===== src/rtl/tw_pkg.sv =====
package tw_pkg;

  typedef enum logic [2:0] {
    OP_NONE, OP_READ, OP_WRITE, OP_ERASE, OP_ERAL, OP_WRAL, OP_UNLOCK, OP_LOCK
  } tw_op_e;

  typedef enum logic [2:0] {
    S_IDLE, S_WAIT, S_CODE, S_ADDR, S_DATA, S_READ, S_HOLD, S_REJECT
  } tw_state_e;

  function automatic tw_op_e tw_decode(input logic [1:0] code, input logic [1:0] sub);
    tw_op_e op;
    case (code)
      2'b10: op = OP_READ;
      2'b01: op = OP_WRITE;
      2'b11: op = OP_ERASE;
      default: begin
        case (sub)
          2'b11:   op = OP_UNLOCK;
          2'b00:   op = OP_LOCK;
          2'b10:   op = OP_ERAL;
          default: op = OP_WRAL;
        endcase
      end
    endcase
    return op;
  endfunction

  function automatic logic tw_has_data(input tw_op_e op);
    return (op == OP_WRITE) || (op == OP_WRAL);
  endfunction

  function automatic logic tw_is_prog(input tw_op_e op);
    return (op == OP_WRITE) || (op == OP_ERASE) || (op == OP_ERAL) || (op == OP_WRAL);
  endfunction

endpackage


===== src/rtl/tw_sync.sv =====
module tw_sync #(
  parameter int WIDTH  = 3,
  parameter int STAGES = 2
) (
  input  logic             clk,
  input  logic             rst,
  input  logic [WIDTH-1:0] d,
  output logic [WIDTH-1:0] q
);
  logic [WIDTH-1:0] stage_q [STAGES];

  always_ff @(posedge clk) begin
    if (rst) begin
      for (int i = 0; i < STAGES; i++) stage_q[i] <= '0;
    end else begin
      stage_q[0] <= d;
      for (int i = 1; i < STAGES; i++) stage_q[i] <= stage_q[i-1];
    end
  end

  assign q = stage_q[STAGES-1];
endmodule


===== src/rtl/tw_store.sv =====
module tw_store
  import tw_pkg::*;
#(
  parameter int ADDR_W   = 6,
  parameter int DATA_W   = 16,
  parameter int BUSY_CYC = 48
) (
  input  logic              clk,
  input  logic              rst,
  input  logic              cmd_vld,
  input  tw_op_e            cmd_op,
  input  logic [ADDR_W-1:0] addr,
  input  logic [DATA_W-1:0] cmd_data,
  output logic [DATA_W-1:0] rd_data,
  output logic              prog_go,
  output logic              busy,
  output logic              wen
);
  localparam int WORDS  = 2 ** ADDR_W;
  localparam int BUSY_W = $clog2(BUSY_CYC + 1);

  logic [DATA_W-1:0] words [WORDS];
  logic [BUSY_W-1:0] busy_cnt;

  assign prog_go = cmd_vld && tw_is_prog(cmd_op) && wen;

  always_ff @(posedge clk) begin
    if (rst) begin
      wen <= 1'b0;
    end else if (cmd_vld && cmd_op == OP_UNLOCK) begin
      wen <= 1'b1;
    end else if (cmd_vld && cmd_op == OP_LOCK) begin
      wen <= 1'b0;
    end
  end

  always_ff @(posedge clk) begin
    if (rst) begin
      busy_cnt <= '0;
    end else if (prog_go) begin
      busy_cnt <= BUSY_W'(BUSY_CYC);
    end else if (busy_cnt != '0) begin
      busy_cnt <= busy_cnt - 1'b1;
    end
  end

  assign busy = (busy_cnt != '0);

  for (genvar w = 0; w < WORDS; w++) begin : g_word
    logic [DATA_W-1:0] word_q;
    logic              hit;
    assign hit = (addr == ADDR_W'(w));
    always_ff @(posedge clk) begin
      if (rst) begin
        word_q <= '0;
      end else if (prog_go) begin
        case (cmd_op)
          OP_WRITE: if (hit) word_q <= cmd_data;
          OP_ERASE: if (hit) word_q <= '1;
          OP_ERAL:  word_q <= '1;
          OP_WRAL:  word_q <= cmd_data;
          default:  word_q <= word_q;
        endcase
      end
    end
    assign words[w] = word_q;
  end

  assign rd_data = words[addr];
endmodule


===== src/rtl/tw_rx.sv =====
module tw_rx
  import tw_pkg::*;
#(
  parameter int ADDR_W = 6,
  parameter int DATA_W = 16,
  parameter int CS_GAP = 6
) (
  input  logic              clk,
  input  logic              rst,
  input  logic              cs_s,
  input  logic              sk_rise,
  input  logic              di_s,
  input  logic              busy,
  input  logic              prog_go,
  input  logic [DATA_W-1:0] rd_data,
  output logic [ADDR_W-1:0] addr,
  output logic              cmd_vld,
  output tw_op_e            cmd_op,
  output logic [DATA_W-1:0] cmd_data,
  output logic              do_o,
  output logic              do_oe,
  output logic              waiting,
  output logic              rd_active,
  output logic              stat_shown
);
  localparam int MAXB  = (DATA_W > ADDR_W) ? DATA_W : ADDR_W;
  localparam int CNT_W = $clog2(MAXB + 1);
  localparam int GAP_W = $clog2(CS_GAP + 1);

  tw_state_e         state;
  logic [CNT_W-1:0]  cnt;
  logic [1:0]        code;
  logic [DATA_W-1:0] data;
  logic [DATA_W-1:0] sh;
  logic [GAP_W-1:0]  gap_cnt;
  logic              cs_q, done, stat_pend, rd_oe, rd_bit;
  logic              cs_rise, cs_fall, armed;
  logic [ADDR_W-1:0] addr_nx;
  tw_op_e            op_q, op_nx;

  assign cs_rise = cs_s & ~cs_q;
  assign cs_fall = ~cs_s & cs_q;
  assign armed   = (gap_cnt == GAP_W'(CS_GAP));
  assign addr_nx = {addr[ADDR_W-2:0], di_s};
  assign op_nx   = tw_decode(code, addr_nx[ADDR_W-1 -: 2]);

  always_ff @(posedge clk) begin
    if (rst) begin
      cs_q    <= 1'b0;
      gap_cnt <= GAP_W'(CS_GAP);
    end else begin
      cs_q <= cs_s;
      if (cs_s) gap_cnt <= '0;
      else if (!armed) gap_cnt <= gap_cnt + 1'b1;
    end
  end

  always_ff @(posedge clk) begin
    if (rst) begin
      state     <= S_IDLE;
      cnt       <= '0;
      code      <= '0;
      addr      <= '0;
      data      <= '0;
      sh        <= '0;
      op_q      <= OP_NONE;
      done      <= 1'b0;
      stat_pend <= 1'b0;
      rd_oe     <= 1'b0;
      rd_bit    <= 1'b0;
      cmd_vld   <= 1'b0;
    end else begin
      cmd_vld <= 1'b0;
      if (cs_fall) begin
        state <= S_IDLE;
        rd_oe <= 1'b0;
        done  <= 1'b0;
        if (done && op_q != OP_READ) cmd_vld <= 1'b1;
      end else if (cs_rise) begin
        state <= armed ? S_WAIT : S_REJECT;
      end else if (sk_rise) begin
        case (state)
          S_WAIT: begin
            if (di_s && !(stat_pend && busy)) begin
              state     <= S_CODE;
              cnt       <= '0;
              stat_pend <= 1'b0;
            end
          end
          S_CODE: begin
            code <= {code[0], di_s};
            if (cnt == CNT_W'(1)) begin
              state <= S_ADDR;
              cnt   <= '0;
            end else begin
              cnt <= cnt + 1'b1;
            end
          end
          S_ADDR: begin
            addr <= addr_nx;
            if (cnt == CNT_W'(ADDR_W - 1)) begin
              op_q <= op_nx;
              cnt  <= '0;
              if (op_nx == OP_READ) begin
                state  <= S_READ;
                rd_oe  <= 1'b1;
                rd_bit <= 1'b0;
              end else if (tw_has_data(op_nx)) begin
                state <= S_DATA;
              end else begin
                state <= S_HOLD;
                done  <= 1'b1;
              end
            end else begin
              cnt <= cnt + 1'b1;
            end
          end
          S_DATA: begin
            data <= {data[DATA_W-2:0], di_s};
            if (cnt == CNT_W'(DATA_W - 1)) begin
              state <= S_HOLD;
              done  <= 1'b1;
            end else begin
              cnt <= cnt + 1'b1;
            end
          end
          S_READ: begin
            if (cnt == CNT_W'(DATA_W)) begin
              state <= S_HOLD;
              rd_oe <= 1'b0;
            end else begin
              if (cnt == '0) begin
                rd_bit <= rd_data[DATA_W-1];
                sh     <= {rd_data[DATA_W-2:0], 1'b0};
              end else begin
                rd_bit <= sh[DATA_W-1];
                sh     <= {sh[DATA_W-2:0], 1'b0};
              end
              cnt <= cnt + 1'b1;
            end
          end
          default: state <= state;
        endcase
      end
      if (prog_go) stat_pend <= 1'b1;
    end
  end

  assign waiting    = (state == S_WAIT);
  assign stat_shown = waiting && stat_pend;
  assign rd_active  = rd_oe;
  assign do_oe      = rd_oe | stat_shown;
  assign do_o       = rd_oe ? rd_bit : (stat_shown & ~busy);
  assign cmd_op     = op_q;
  assign cmd_data   = data;
endmodule


===== src/rtl/tw_serial_front.sv =====
module tw_serial_front
  import tw_pkg::*;
#(
  parameter int ADDR_W   = 6,
  parameter int DATA_W   = 16,
  parameter int CS_GAP   = 6,
  parameter int BUSY_CYC = 48
) (
  input  logic clk,
  input  logic rst,
  input  logic cs,
  input  logic sk,
  input  logic di,
  output logic do_o,
  output logic do_oe
);
  logic [2:0]        pins_s;
  logic              cs_s, sk_s, di_s, sk_q, sk_rise;
  logic              busy, prog_go, wen, cmd_vld;
  logic              waiting, rd_active, stat_shown;
  logic [ADDR_W-1:0] addr;
  logic [DATA_W-1:0] rd_data, cmd_data;
  tw_op_e            cmd_op;

  tw_sync #(.WIDTH(3), .STAGES(2)) u_sync (
    .clk (clk),
    .rst (rst),
    .d   ({cs, sk, di}),
    .q   (pins_s)
  );

  assign cs_s = pins_s[2];
  assign sk_s = pins_s[1];
  assign di_s = pins_s[0];

  always_ff @(posedge clk) begin
    if (rst) sk_q <= 1'b0;
    else     sk_q <= sk_s;
  end

  assign sk_rise = sk_s & ~sk_q & cs_s;

  tw_rx #(.ADDR_W(ADDR_W), .DATA_W(DATA_W), .CS_GAP(CS_GAP)) u_rx (
    .clk        (clk),
    .rst        (rst),
    .cs_s       (cs_s),
    .sk_rise    (sk_rise),
    .di_s       (di_s),
    .busy       (busy),
    .prog_go    (prog_go),
    .rd_data    (rd_data),
    .addr       (addr),
    .cmd_vld    (cmd_vld),
    .cmd_op     (cmd_op),
    .cmd_data   (cmd_data),
    .do_o       (do_o),
    .do_oe      (do_oe),
    .waiting    (waiting),
    .rd_active  (rd_active),
    .stat_shown (stat_shown)
  );

  tw_store #(.ADDR_W(ADDR_W), .DATA_W(DATA_W), .BUSY_CYC(BUSY_CYC)) u_store (
    .clk      (clk),
    .rst      (rst),
    .cmd_vld  (cmd_vld),
    .cmd_op   (cmd_op),
    .addr     (addr),
    .cmd_data (cmd_data),
    .rd_data  (rd_data),
    .prog_go  (prog_go),
    .busy     (busy),
    .wen      (wen)
  );
endmodule


===== config.mk =====
export PLATFORM = sky130hd
export DESIGN_NAME = tw_serial_front
export DESIGN_NICKNAME = d
export VERILOG_FILES = /design/src/rtl/tw_pkg.sv /design/src/rtl/tw_sync.sv /design/src/rtl/tw_store.sv /design/src/rtl/tw_rx.sv /design/src/rtl/tw_serial_front.sv
export SDC_FILE = /design/constraint.sdc
export NUM_CORES = 2
export LEC_CHECK = 0
export BUFFER_PORTS_ARGS = -buffer_cell sky130_fd_sc_hd__buf_2
export CAP_MARGIN = 20
export CORE_UTILIZATION = 50
export CTS_CLUSTER_DIAMETER = 100
export CTS_CLUSTER_SIZE = 25
export DETAILED_ROUTE_END_ITERATION = 16
export PLACE_DENSITY = 0.65
export SYNTH_ARGS = -nofsm -noshare
export SYNTH_HDL_FRONTEND = slang
export SYNTH_HIERARCHICAL = 1
export SYNTH_SLANG_ARGS = --single-unit

===== constraint.sdc =====
create_clock -name clk -period 8.25 [get_ports clk]
set_clock_uncertainty 0.2 [all_clocks]
set_input_delay 1.2375 -clock clk [delete_from_list [all_inputs] [get_ports clk]]
set_output_delay 1.2375 -clock clk [all_outputs]
set_load 0.005 [all_outputs]

# [Word level (Yosys, flattened, before mapping)]
# Memories as Yosys holds them, arrays and structs flattened.
# Index checks and enable logic that the tools add are counted.
[classes] order_cmp=1 n_reduce_logical=107 n_bitwise=16 eq_ne=233 mux=248 n_addsub=3
[ops] operator="$pmux W16 S4" n=64
[ops] operator="$mux W16" n=131
[ops] operator="$reduce_and A4 Y1" n=67
[ops] operator="$ne A2 B1 Y1 const B" n=132
[ops] operator="$eq A6 B6 Y1 const B" n=32
[ops] operator="$bmux W16 S6" n=1
[ops] operator="$eq A6 B5 Y1 const B" n=16
[ops] operator="$eq A6 B4 Y1 const B" n=8
[ops] operator="$mux W3" n=13
[ops] operator="$reduce_and A7 Y1" n=4
[ops] operator="$mux W5" n=5
[ops] operator="$pmux W5 S5" n=1
[ops] operator="$eq A3 B3 Y1 const B" n=8
[ops] operator="$eq A6 B3 Y1 const B" n=4
[ops] operator="$mux W1" n=24
[ops] operator="$ne A2 B2 Y1 const B" n=8
[ops] operator="$reduce_bool A2 Y1" n=8
[ops] operator="$eq A3 B2 Y1 const B" n=5
[ops] operator="$ne A3 B1 Y1 const B" n=5
[ops] operator="$pmux W3 S5" n=1
[ops] operator="$reduce_and A5 Y1" n=3
[ops] operator="$eq A6 B2 Y1 const B" n=2
[ops] operator="$mux W6" n=2
[ops] operator="$reduce_bool A6 Y1" n=2
[ops] operator="31 further kinds" n=62
[word_totals] output_inout_bits=2 n_memories=1 register_bits=1092 elab_cells=692 in_bits=5 mem_bits_rw=6
[memory_table] name="u_sync.stage_q" words=2 word_bits=3 rd=2 rd_ports_with_merged_regs=0 write_ports=2 line_no="tw_sync.sv:10" rtl="logic [WIDTH-1:0] stage_q [STAGES];"

# [Logic depth before layout (Yosys ltp)]
[depth] depth_word=11 depth_mapped=11 ltp_nobuf=10

# [By module]
# The synthesis kept the hierarchy.
[modules_own_cells] module="tw_store" cells_each=4398 instances=1 area_each_um2=44896.8 seq_area_each_um2=20639.8
[modules_own_cells] module="tw_rx" cells_each=326 instances=1 area_each_um2=2802.7 seq_area_each_um2=1181.1
[modules_own_cells] module="tw_sync" cells_each=15 instances=1 area_each_um2=180.2 seq_area_each_um2=120.1
[modules_own_cells] module="tw_serial_front" cells_each=3 instances=1 area_each_um2=35.0 seq_area_each_um2=20.0

# [Worst setup path after synthesis]
# OpenSTA, ideal clock, no wires.
[synth_path] path_kind="register to output" startpoint="register u_store.busy_cnt[0]" endpoint="output port do_o" path_buffers=0 t_arrival_ns=1.754 t_required_ns=6.812 path_stages_with_launch=7 path_slack_ns=5.059 cell_sequence="dfxtp_1 > inv_1 > ha_1 > or3b_2 > nor3_1 > inv_1 > o31ai_1"
[synth_between] elab_chain_cells=4
[synth_rtl] element="from (decl)" line_no="tw_store.sv:23" rtl="logic [BUSY_W-1:0] busy_cnt;"
[synth_rtl] element="from (signal assigned)" line_no="tw_store.sv:41" rtl="busy_cnt <= BUSY_W'(BUSY_CYC);"
[synth_rtl] element="from (signal assigned)" line_no="tw_store.sv:43" rtl="busy_cnt <= busy_cnt - 1'b1;"
[synth_rtl] element="$reduce_bool A6 Y1" line_no="tw_store.sv:47" rtl="assign busy = (busy_cnt != '0);"
[synth_rtl] element="via busy" line_no="tw_serial_front.sv:19" rtl="logic busy, prog_go, wen, cmd_vld;"
[synth_rtl] element="$not A1 Y1" line_no="tw_rx.sv:153" rtl="assign do_o = rd_oe ? rd_bit : (stat_shown & ~busy);"
[synth_rtl] element="$and A1 B1 Y1" line_no="tw_rx.sv:153"
[synth_rtl] element="$mux W1" line_no="tw_rx.sv:153"
[synth_rtl] element="to (decl)" line_no="tw_serial_front.sv:14" rtl="output logic do_o,"
# The timed path passes the listed nets, and every way through them passes these cells.

# [Final worst setup path]
# Ends and elaborated chain as after synthesis.

==> impl_metrics.toml <==
[clock_tree]
cts-root-buf = "clkbuf_16"
cts_sinks = 1097
cts_tree = "yes"
ctsHoldBuffers = 0
cts.clk_slew.worst_paths_ns = 0.10
cts_resized = 0
clk_path_buf_depth = 3
htreeDepth = 2
clk_latency_ns = 0.66
post_cts_buffers = 0
cts_inserted_buffers = 50

[synthesis]
syn_area_um2 = 47900
synthesis.nets = 4757
syn_avg_cell_area_um2 = 10.1
yosysWarningCount = 6
synthCells = 4741

[layout]
multi_input_area_um2 = 23000
drive_gt1_frac = 0.116
antenna_cells = 0
fill_cells = 8617
area_delta_synth_final_pct = 2.36
seq_area_um2 = 22000
layout.nets = 4256

[pwr]
p_total_w = 0.00841
powerDensity_nw_per_um2 = 171
vdd_drop_max_mv = 0.158
cellLeakagePower_nw = 13.7

[place]
port_buffers = 6
place_congestion = 0.842
dp_hpwl_um = 81800

[critical_path]
start_kind = "register"
path_common_cell = "inv_1"
path_class = "register to primary output"
critPathCaptureType = "primary output"
reg2reg_depth = 6
crit_path_top_delay_cell = "or3b_2"
path_max_fanout = 5
max_stage_delay_ns = 0.50
crit_required_ns = 6.81
path_cells = "inv_1 > ha_1 > or3b_2 > nor3_1 > inv_1 > o31ai_1 > buf_2"
cp.arrival_ns = 2.80

[flow_run]
maxCapViolCount = 0

[routing]
drt_pass1_iterations = 8
via_per_inst = 6.86
ant_nets = 0
vias = 37810
wl_per_cell_um = 26.4
dr.first_iter.drc_count = 4573
drcViolationCount = 0
wl_um = 146000

[global_route]
grt_pass1_wl_um = 224000
grt_pass1_vias = 35161
grt-ovfl-total = 0
grt_max_degree = 243
antenna_found_initial = 3
grt_use_total = 0.289

[min_path]
hold_depth = 1
hold_path.class = "register to register"

[die]
die_w_um = 312
die-area_um2 = 97100
ios = 7
fp-row-count = 113
core_area_um2 = 95000
start_util = 0.504
die_h_um = 312

[timing]
final.period_utilization = 0.513
hold_slack_ns = 0.256
setup_viol = 0
fin_crit_ns = 4.24
hold_viol_final = 0
fin_setup_tns_ns = 0
rsz0062_at_grt = "false"
tightest_slew_ns = 1.43
fmax_mhz = 236
slew_viol_final = 0
slew_headroom = 0.0499

[outcome]
status = "finished clean"
cell usage in the layout, fill, tap and decap left out, drive strengths merged, types with 12 or more instances in the layout:
master,n
nor2b,12
a22oi,128
nand2,50
or4,19
dfxtp,1097
buf,117
nand2b,12
a211oi,1039
o21ai,71
nor3,13
inv,18
mux4,256
a21oi,1119
and2,66
clkbuf,55
nor2,58
mux2i,27
layer usage:
layer  vias up  GRT usage  wire length (µm)  share of wire
met5         -          0                23        0.00016
met2      1583      0.437             65700           0.45
met1     18727      0.426             63800           0.44
met4         4     0.0986              5010          0.034
met3       222     0.0371             11000          0.076
li1      17274          -                 -              -
layout make-up:
type / count / share of cell area
clock buffer: 55 / 0.0272
clock inverter: 3 / 0.00117
inverter: 17 / 0.00145
sequential: 1097 / 0.448
timing repair buffer: 117 / 0.0213
tap: 1265 / 0.0323
multi-input combinational: 2957 / 0.469
worst max-delay path, delay by kind of cell, from the launching register on:
| kind | cells | cell delay (ns) |
|---|---|---|
| compound gates | 1 | 0.30 |
| buf+inv | 3 | 0.45 |
| simple gates | 2 | 0.90 |
| fa+ha+maj | 1 | 0.19 |
| flops | 1 | 0.32 |
metrics by stage:
step            util  worst slack (ns)  instances  instance area [µm²]
2_1_floorplan      -              5.06       4741                47900
5_1_grt        0.516              3.84       5511                49000
3_5_place_dp   0.501              4.40       5452                47600
6_report       0.516              4.01       5511                49000
4_1_cts        0.516              3.97       5510                49000
3_3_place_gp   0.501              4.42       5452                47600
state kept, by name, indices dropped and copies added (netlist names), 3 cells and up:
| signal | count |
|---|---|
| u_rx/cmd_data | 16 |
| u_rx/gap_cnt | 3 |
| u_rx/addr | 6 |
| u_sync/stage_q | 6 |
| u_rx/sh | 15 |
| u_rx/state | 3 |
| u_store/g_word.word_q | 1024 |
| u_store/busy_cnt | 6 |
| u_rx/cnt | 5 |
| u_rx/cmd_op | 3 |
worst paths after layout:
path	startpoint	endpoint	slack [ns]
setup / recovery	u_store/busy_cnt[0]	do_o	4.01
setup reg to reg	u_rx/cmd_op[2]	u_store/g_word[36].word_q[5]	4.24
hold / removal	u_sync/stage_q[0][0]	u_sync/stage_q[0][3]	0.26
hold reg to reg	u_sync/stage_q[0][0]	u_sync/stage_q[0][3]	0.26
power breakdown:
group          internal [W]  switching (W)  total [W]
clock               0.00119        0.00171    0.00290
combinational     0.0000525       0.000136   0.000188
sequential          0.00531      0.0000147    0.00532
total               0.00655        0.00186    0.00841
Note: power is estimated with default switching activity, not from simulation.
